==> src/rtl/lsu_lane_pkg.sv <==
// Shared types for the load/store lane unit.
// Assumes a memory word of four bytes numbered big-endian.
package lsu_lane_pkg;
    typedef enum logic [1:0] {
        ACC_BYTE = 2'b00,
        ACC_HALF = 2'b01,
        ACC_WORD = 2'b10,
        ACC_WIDE = 2'b11   // treated as a word access
    } acc_size_e;
endpackage

==> src/rtl/lsu_align_check.sv <==
// Natural-alignment test for one access.
// Assumes byte accesses are always legal; halfwords need an even offset,
// words need offset zero within the memory word.
module lsu_align_check
    import lsu_lane_pkg::*;
#(
    parameter int NB    = 4,
    localparam int OFS_W = $clog2(NB)
) (
    input  acc_size_e          size,
    input  logic [OFS_W-1:0]   off,
    output logic               aligned
);
    // Decide legality from the size and low address bits.
    always_comb begin
        unique case (size)
            ACC_BYTE: aligned = 1'b1;
            ACC_HALF: aligned = ~off[0];
            default:  aligned = (off == '0);
        endcase
    end
endmodule

==> src/rtl/lsu_store_steer.sv <==
// Store lane steering: builds byte-lane write enables and places store data.
// Assumes big-endian lanes (offset 0 = most significant byte) and an
// already validated, aligned access when enable is high.
module lsu_store_steer
    import lsu_lane_pkg::*;
#(
    parameter int DATA_W = 32,
    localparam int NB    = DATA_W / 8,
    localparam int OFS_W = $clog2(NB)
) (
    input  logic                enable,
    input  acc_size_e           size,
    input  logic [OFS_W-1:0]    off,
    input  logic [DATA_W-1:0]   wdata,
    output logic [NB-1:0]       we,
    output logic [DATA_W-1:0]   lane_data
);
    for (genvar k = 0; k < NB; k++) begin : g_lane
        localparam int LSB = (NB - 1 - k) * 8;
        logic       sel;
        logic [7:0] byte_q;

        // Choose whether lane k is written and what byte it receives.
        always_comb begin
            unique case (size)
                ACC_BYTE: begin
                    sel    = (off == OFS_W'(k));
                    byte_q = wdata[7:0];
                end
                ACC_HALF: begin
                    sel    = (off[OFS_W-1:1] == (OFS_W-1)'(k / 2));
                    byte_q = (k % 2 == 0) ? wdata[15:8] : wdata[7:0];
                end
                default: begin
                    sel    = 1'b1;
                    byte_q = wdata[LSB +: 8];
                end
            endcase
        end

        assign we[NB-1-k]          = enable & sel;
        assign lane_data[LSB +: 8] = byte_q;
    end
endmodule

==> src/rtl/lsu_load_extract.sv <==
// Load extraction: selects the addressed byte or halfword of a memory word
// and widens it with sign or zero fill.
// Assumes big-endian lanes and an even offset for halfwords.
module lsu_load_extract
    import lsu_lane_pkg::*;
#(
    parameter int DATA_W = 32,
    localparam int NB    = DATA_W / 8,
    localparam int OFS_W = $clog2(NB)
) (
    input  acc_size_e           size,
    input  logic [OFS_W-1:0]    off,
    input  logic                zero_fill,
    input  logic [DATA_W-1:0]   rdata,
    output logic [DATA_W-1:0]   value
);
    logic [DATA_W-1:0] byte_shift;
    logic [DATA_W-1:0] half_shift;
    logic [7:0]        pick_b;
    logic [15:0]       pick_h;

    // Shift the addressed unit down to bit 0.
    always_comb begin
        byte_shift = rdata >> (8 * (NB - 1 - int'(off)));
        half_shift = rdata >> (8 * (NB - 2 - int'({off[OFS_W-1:1], 1'b0})));
        pick_b     = byte_shift[7:0];
        pick_h     = half_shift[15:0];
    end

    // Widen the selected unit to a full word.
    always_comb begin
        unique case (size)
            ACC_BYTE: value = {{(DATA_W-8){~zero_fill & pick_b[7]}}, pick_b};
            ACC_HALF: value = {{(DATA_W-16){~zero_fill & pick_h[15]}}, pick_h};
            default:  value = rdata;
        endcase
    end
endmodule

==> src/rtl/mem_lane_unit.sv <==
// Load/store lane unit between a core and a one-word-wide data memory.
// Drives memory strobes combinationally in the request cycle and registers
// the extended load result or the alignment fault one clock later.
// Assumes mem_rdata is valid in the same cycle as a load request.
module mem_lane_unit
    import lsu_lane_pkg::*;
#(
    parameter int DATA_W = 32,
    parameter int ADDR_W = 32,
    localparam int NB    = DATA_W / 8,
    localparam int OFS_W = $clog2(NB)
) (
    input  logic                clk,
    input  logic                rst_n,
    input  logic                req_valid,
    input  logic                req_write,
    input  logic [1:0]          req_size,
    input  logic                req_unsigned,
    input  logic [ADDR_W-1:0]   req_addr,
    input  logic [DATA_W-1:0]   req_wdata,
    input  logic [DATA_W-1:0]   mem_rdata,
    output logic [ADDR_W-1:0]   mem_addr,
    output logic                mem_re,
    output logic [NB-1:0]       mem_we,
    output logic [DATA_W-1:0]   mem_wdata,
    output logic                ld_valid,
    output logic [DATA_W-1:0]   ld_data,
    output logic                err_valid,
    output logic                err_is_store,
    output logic [ADDR_W-1:0]   err_addr
);
    acc_size_e         size;
    logic [OFS_W-1:0]  off;
    logic              aligned;
    logic              fault;
    logic              store_go;
    logic [DATA_W-1:0] ld_next;

    assign size     = acc_size_e'(req_size);
    assign off      = req_addr[OFS_W-1:0];
    assign fault    = req_valid & ~aligned;
    assign store_go = req_valid & aligned & req_write;
    assign mem_re   = req_valid & aligned & ~req_write;
    assign mem_addr = {req_addr[ADDR_W-1:OFS_W], {OFS_W{1'b0}}};

    lsu_align_check #(.NB(NB)) u_align (
        .size    (size),
        .off     (off),
        .aligned (aligned)
    );

    lsu_store_steer #(.DATA_W(DATA_W)) u_store (
        .enable    (store_go),
        .size      (size),
        .off       (off),
        .wdata     (req_wdata),
        .we        (mem_we),
        .lane_data (mem_wdata)
    );

    lsu_load_extract #(.DATA_W(DATA_W)) u_load (
        .size      (size),
        .off       (off),
        .zero_fill (req_unsigned),
        .rdata     (mem_rdata),
        .value     (ld_next)
    );

    // Register the load result and the fault report of this cycle's request.
    always_ff @(posedge clk) begin
        if (!rst_n) begin
            ld_valid     <= 1'b0;
            ld_data      <= '0;
            err_valid    <= 1'b0;
            err_is_store <= 1'b0;
            err_addr     <= '0;
        end else begin
            ld_valid  <= mem_re;
            err_valid <= fault;
            if (mem_re) begin
                ld_data <= ld_next;
            end
            if (fault) begin
                err_addr     <= req_addr;
                err_is_store <= req_write;
            end
        end
    end
endmodule

==> config.mk <==
export PLATFORM = sky130hd
export DESIGN_NAME = mem_lane_unit
export DESIGN_NICKNAME = d
export VERILOG_FILES = /design/src/rtl/lsu_lane_pkg.sv /design/src/rtl/lsu_align_check.sv /design/src/rtl/lsu_store_steer.sv /design/src/rtl/lsu_load_extract.sv /design/src/rtl/mem_lane_unit.sv
export SDC_FILE = /design/constraint.sdc
export NUM_CORES = 1
export LEC_CHECK = 0
export CAP_MARGIN = 5
export CORE_UTILIZATION = 40
export DETAILED_ROUTE_END_ITERATION = 12
export PLACE_DENSITY = 0.91
export SETUP_SLACK_MARGIN = 0.15
export SYNTH_ARGS = -nofsm -noshare
export SYNTH_HDL_FRONTEND = slang
export SYNTH_SLANG_ARGS = --single-unit
==> constraint.sdc <==
create_clock -name clk -period 2.5 [get_ports clk]
set_clock_uncertainty 0.2 [all_clocks]
set_input_delay 0.375 -clock clk [delete_from_list [all_inputs] [get_ports clk]]
set_output_delay 0.375 -clock clk [all_outputs]
set_load 0.02 [all_outputs]
# Yosys cells after proc, flatten, opt, wreduce, memory -nomap -nowiden
# Index checks and enable logic that the tools add are counted.
# Widths: inputs -> output; s select.
[word_totals]
register_bits = 67
in_bits = 103
out_inout_bits = 136
[op_classes]
n_addsub = 2
eq_ne = 4
n_shift = 2
mux = 9
bitwise = 15
reduce_logical = 3
[ops]
columns = ["operator", "n"]
rows = [
  ["$pmux 32 s2", 1],
  ["$shr 32x32->16", 1],
  ["$shr 32x32->8", 1],
  ["$mux 8", 2],
  ["$pmux 8 s2", 1],
  ["$and 1x1->1", 10],
  ["$pmux 1 s2", 5],
  ["$sub 2x2->3 const A", 2],
  ["$not 1->1", 5],
  ["$eq 2x1->1 const B", 2],
  ["$eq 2x2->1 const B", 2],
  ["$logic_not 2->1", 2],
  ["$reduce_or 2->1", 1],
]

# Longest topological paths before layout
[depth]
ltp_word = 5
mapped_depth = 7

# Cells and area by module
# A second synthesis with hierarchy kept.
[unflattened]
cells_unflattened = 499
hier_area_um2 = 4047.6
[modules_own_cells]
columns = ["module", "instances", "cells_per_inst", "area_each_um2", "seq_area_each_um2"]
rows = [
  ["mem_lane_unit", 1, 328, 2702.6, 1341.3],
  ["lsu_load_extract", 1, 105, 818.3, 0.0],
  ["lsu_store_steer", 1, 64, 514.2, 0.0],
  ["lsu_align_check", 1, 2, 12.5, 0.0],
]

# Worst setup path after synthesis
# OpenSTA, ideal clock, no wires.
[synth_timing]
path_kind = "input-to-output"
start = "in req_addr[1]"
end = "out mem_we[1]"
arrival_time_ns = 1.489
required_ns = 1.925
setup_slack_ns = 0.436
cell_stages = 5
cell_sequence = "buf_4 clkbuf_1 buf_2 xnor2_1 nor3_1"
[synth_between]
elab_chain_cells = 5
word_cells_on_any_way = 7
[synth_rtl]
columns = ["item", "line_no", "text"]
rows = [
  ["from (decl)", "mem_lane_unit.sv:19", "input logic [ADDR_W-1:0] req_addr,"],
  ["$logic_not 2->1", "lsu_align_check.sv:19", "default: aligned = (off == '0);"],
  ["$pmux 1 s2", "lsu_align_check.sv:16", "unique case (size)"],
  ["$and 1x1->1 (2 in a row)", "mem_lane_unit.sv:42", "assign store_go = req_valid & aligned & req_write;"],
  ["$and 1x1->1 *", "lsu_store_steer.sv:41", "assign we[NB-1-k] = enable & sel;"],
  ["to (decl)", "mem_lane_unit.sv:24", "output logic [NB-1:0] mem_we,"],
]
# Every way passes the cells marked *; elsewhere a longest branch is shown, timed or not.

# Worst setup path after layout
[layout_timing]
start = "in req_addr[0]"
end = "out mem_we[1]"
[layout_between]
elab_chain_cells = 5
word_cells_on_any_way = 8
[layout_rtl]
columns = ["item", "line_no"]
rows = [
  ["$logic_not 2->1 or $not 1->1 (tied branches)", "lsu_align_check.sv:19, lsu_align_check.sv:18"],
  ["$pmux 1 s2", "lsu_align_check.sv:16"],
  ["$and 1x1->1 (2 in a row)", "mem_lane_unit.sv:42"],
  ["$and 1x1->1 *", "lsu_store_steer.sv:41"],
]
# Marks and branches as above.

==> metrics.txt <==
Final Non-Filler Cells=754; Power, Total=3.096 mW; CP required=1920 ps; met3 Use GR=8.644%; Mapped Area=0.003786 sq mm; RePlAce Congestion=0.8453; core area=0.009196 sq mm; pin count of the biggest net entering global routing=35; CP max stage delay=420 ps; peak fanout along the critical path=7; maxcap violations=0; Power Dens Cells=494.0 mW/mm^2; Worst Hold Class=flip-flop to flip-flop; final non-filler cell area=0.006267 sq mm; ANT nets after route=0; number of remaining DRC errors=0; Yosys reg bits=67; H-tree depth=3; Syn Area/Cell=8.664 sq um; Post-DP HPWL=10780 um; area post-placement=0.006051 sq mm; Post-Syn Instances=437; Hold WS=262.4 ps; cell mode on critical path=buf_4; drt total wl=13650 um; Total Routing Usage GR=27.36%; drt first pass iters=4; worst rel slew slack=57.07%; top_reg_cell synth=dfxtp_1; vias=4031; status=finished, final reports clean; vias in the first global route=4069; Worst-Margin Slew=644.0 ps; Cell variety after synth=42; critical path startpoint category=primary input; crit path kind=primary input to output port; f_max=433.6 MHz; Placed Cells=738; Ant. Diodes=0; Core Rows=35; Worst VDD drop=0.2488 mV; later-pin clock latency in the skew report=320 ps; Layout area overhead=65.53%; met2 global-route usage=51.44%; GRT Max-Usage Layer=met2; Worst Path Buf+Inv=4; vias per cell=5.346; Buffers on Ports=236; Worst path slowest cell=clkdlybuf4s50_1; first-pass GRT wire length=20890 um; Static Leak=2.430 nW; setup TNS=0 ps; commonest cells after routing, fill and taps aside=211 x clkdlybuf4s50_1, 102 x nand2_1, 67 x dfxtp_1; period utilization=92.26%; register area share after synthesis=35.43%; Die ar.=0.009859 sq mm; root buf cell=clkbuf_8; clock-pin slew on the worst setup and hold paths=70 ps; Finished Core Util=68.15%; RSZ-0062 raised after global routing=true; Post-CTS Hold Fix Bufs=0; commonest non-fill, non-tap cell in the layout=clkdlybuf4s50_1; Starting DRT DRC Count=138; Die H=99.29 um; Worst setup EP type=output port; Yosys Warn Count=0; # setup viols final=0; Async SR Flop Fraction=0%; die width=99.29 um; Top delay family on crit path=buffers and inverters; max-slew violation total from the final report=0; GRT overflow=0; TritonCTS buffer count=9; M1 GR Usage=26.60%; final hold vios=0; initial antenna violation count=0; CP arrival=1730 ps; fin crit period=2306 ps; Setup WS pre-CTS=-340.4 ps; final worst slack=193.6 ps; crit path cell chain=clkdlybuf4s50_1 > buf_4 > buf_4 > nor3_1 > dlygate4sd2_1; Nets=741; CTS tree=yes; clock buffer depth=2; I/O pin count=239; share of layout cells above drive strength 1=15.86%; Post-synth EDFFs=0; clk sink count=67; Initial Util=41.17%; post-DR wirelength/cell=18.11 um
[power by group]
group / switching [mW] / internal (mW) / total [mW]
Combinational: 0.456 / 0.484 / 0.940
Clock: 0.415 / 0.588 / 1.00
Sequential: 0.0291 / 1.12 / 1.15
[metal layers]
metal / wire length, um / vias to the layer above / share of wire [%]
li1: - / 1888 / -
met1: 4827 / 1874 / 35
met2: 7033 / 227 / 52
met3: 1246 / 42 / 9.1
met4: 544 / 0 / 4.0
met5: 0 / - / 0
[area by class of cell]
| class | count | area [sq um] |
|---|---|---|
| Fill cell | 734 | 2929 |
| Timing Repair Buffer | 264 | 2597 |
| Multi-Input combinational cell | 294 | 1956 |
| Sequential cell | 67 | 1341 |
| Tap cell | 111 | 138.9 |
| Clock buffer | 10 | 137.6 |
| Clock inverter | 6 | 88.84 |
| Inverter | 2 | 7.507 |
[tightest hold or removal path: cells and delay by family, from the launching register on]
family | cells | cell delay (ps)
compound gates | 1 | 60
flops | 1 | 310
simple gates | 1 | 40
[cell families (layout without fill, tap and decap cells)]
group / count (synthesis) / in the layout / synth area share, %
multiplexers: 35 / 35 / 10.08
XOR/XNOR: 2 / 2 / 0.4627
other: 1 / 2 / 0.09905
AO/OA/AOI/OAI: 128 / 128 / 26.44
flip-flops: 67 / 67 / 35.43
AND/OR/NAND/NOR: 127 / 127 / 14.34
buffers and inverters: 77 / 282 / 13.15
[synth_stat cells (all sizes together) (2+ instances only)]
master  number  share of area [%]
a21oi       16                2.6
o21ai       26                3.5
mux2        25                7.4
nor3         5               0.66
o32ai        7                3.0
nor2         5               0.76
mux2i       10                2.6
buf         62                 12
inv          2               0.20
a22o        14                3.2
dfxtp       67                 35
a21boi      34                6.8
clkbuf      13                1.3
nand2      103                 10
o221a        7                2.1
and2         9                1.5
o22ai       16                2.6
[flip-flops by register name, indices dropped and copies added, names as in the netlist]
register      count
err_addr         32
err_valid         1
ld_valid          1
ld_data          32
err_is_store      1
[worst paths after layout]
check / slack [ps] / end / cells after the start / start
max: 190 / mem_we[1] / 5 / req_addr[0]
min reg2reg: 260 / err_addr[21] / 2 / err_addr[21]
min: 260 / err_addr[21] / 2 / err_addr[21]
max reg2reg: 1540 / ld_data[30] / 2 / ld_data[30]
[repair_timing]
item,in CTS,in global routing
gates resized for setup,28,5
setup endpoints to repair,22,9
buffers inserted,0,0
Note: power is estimated with default switching activity, not from simulation.
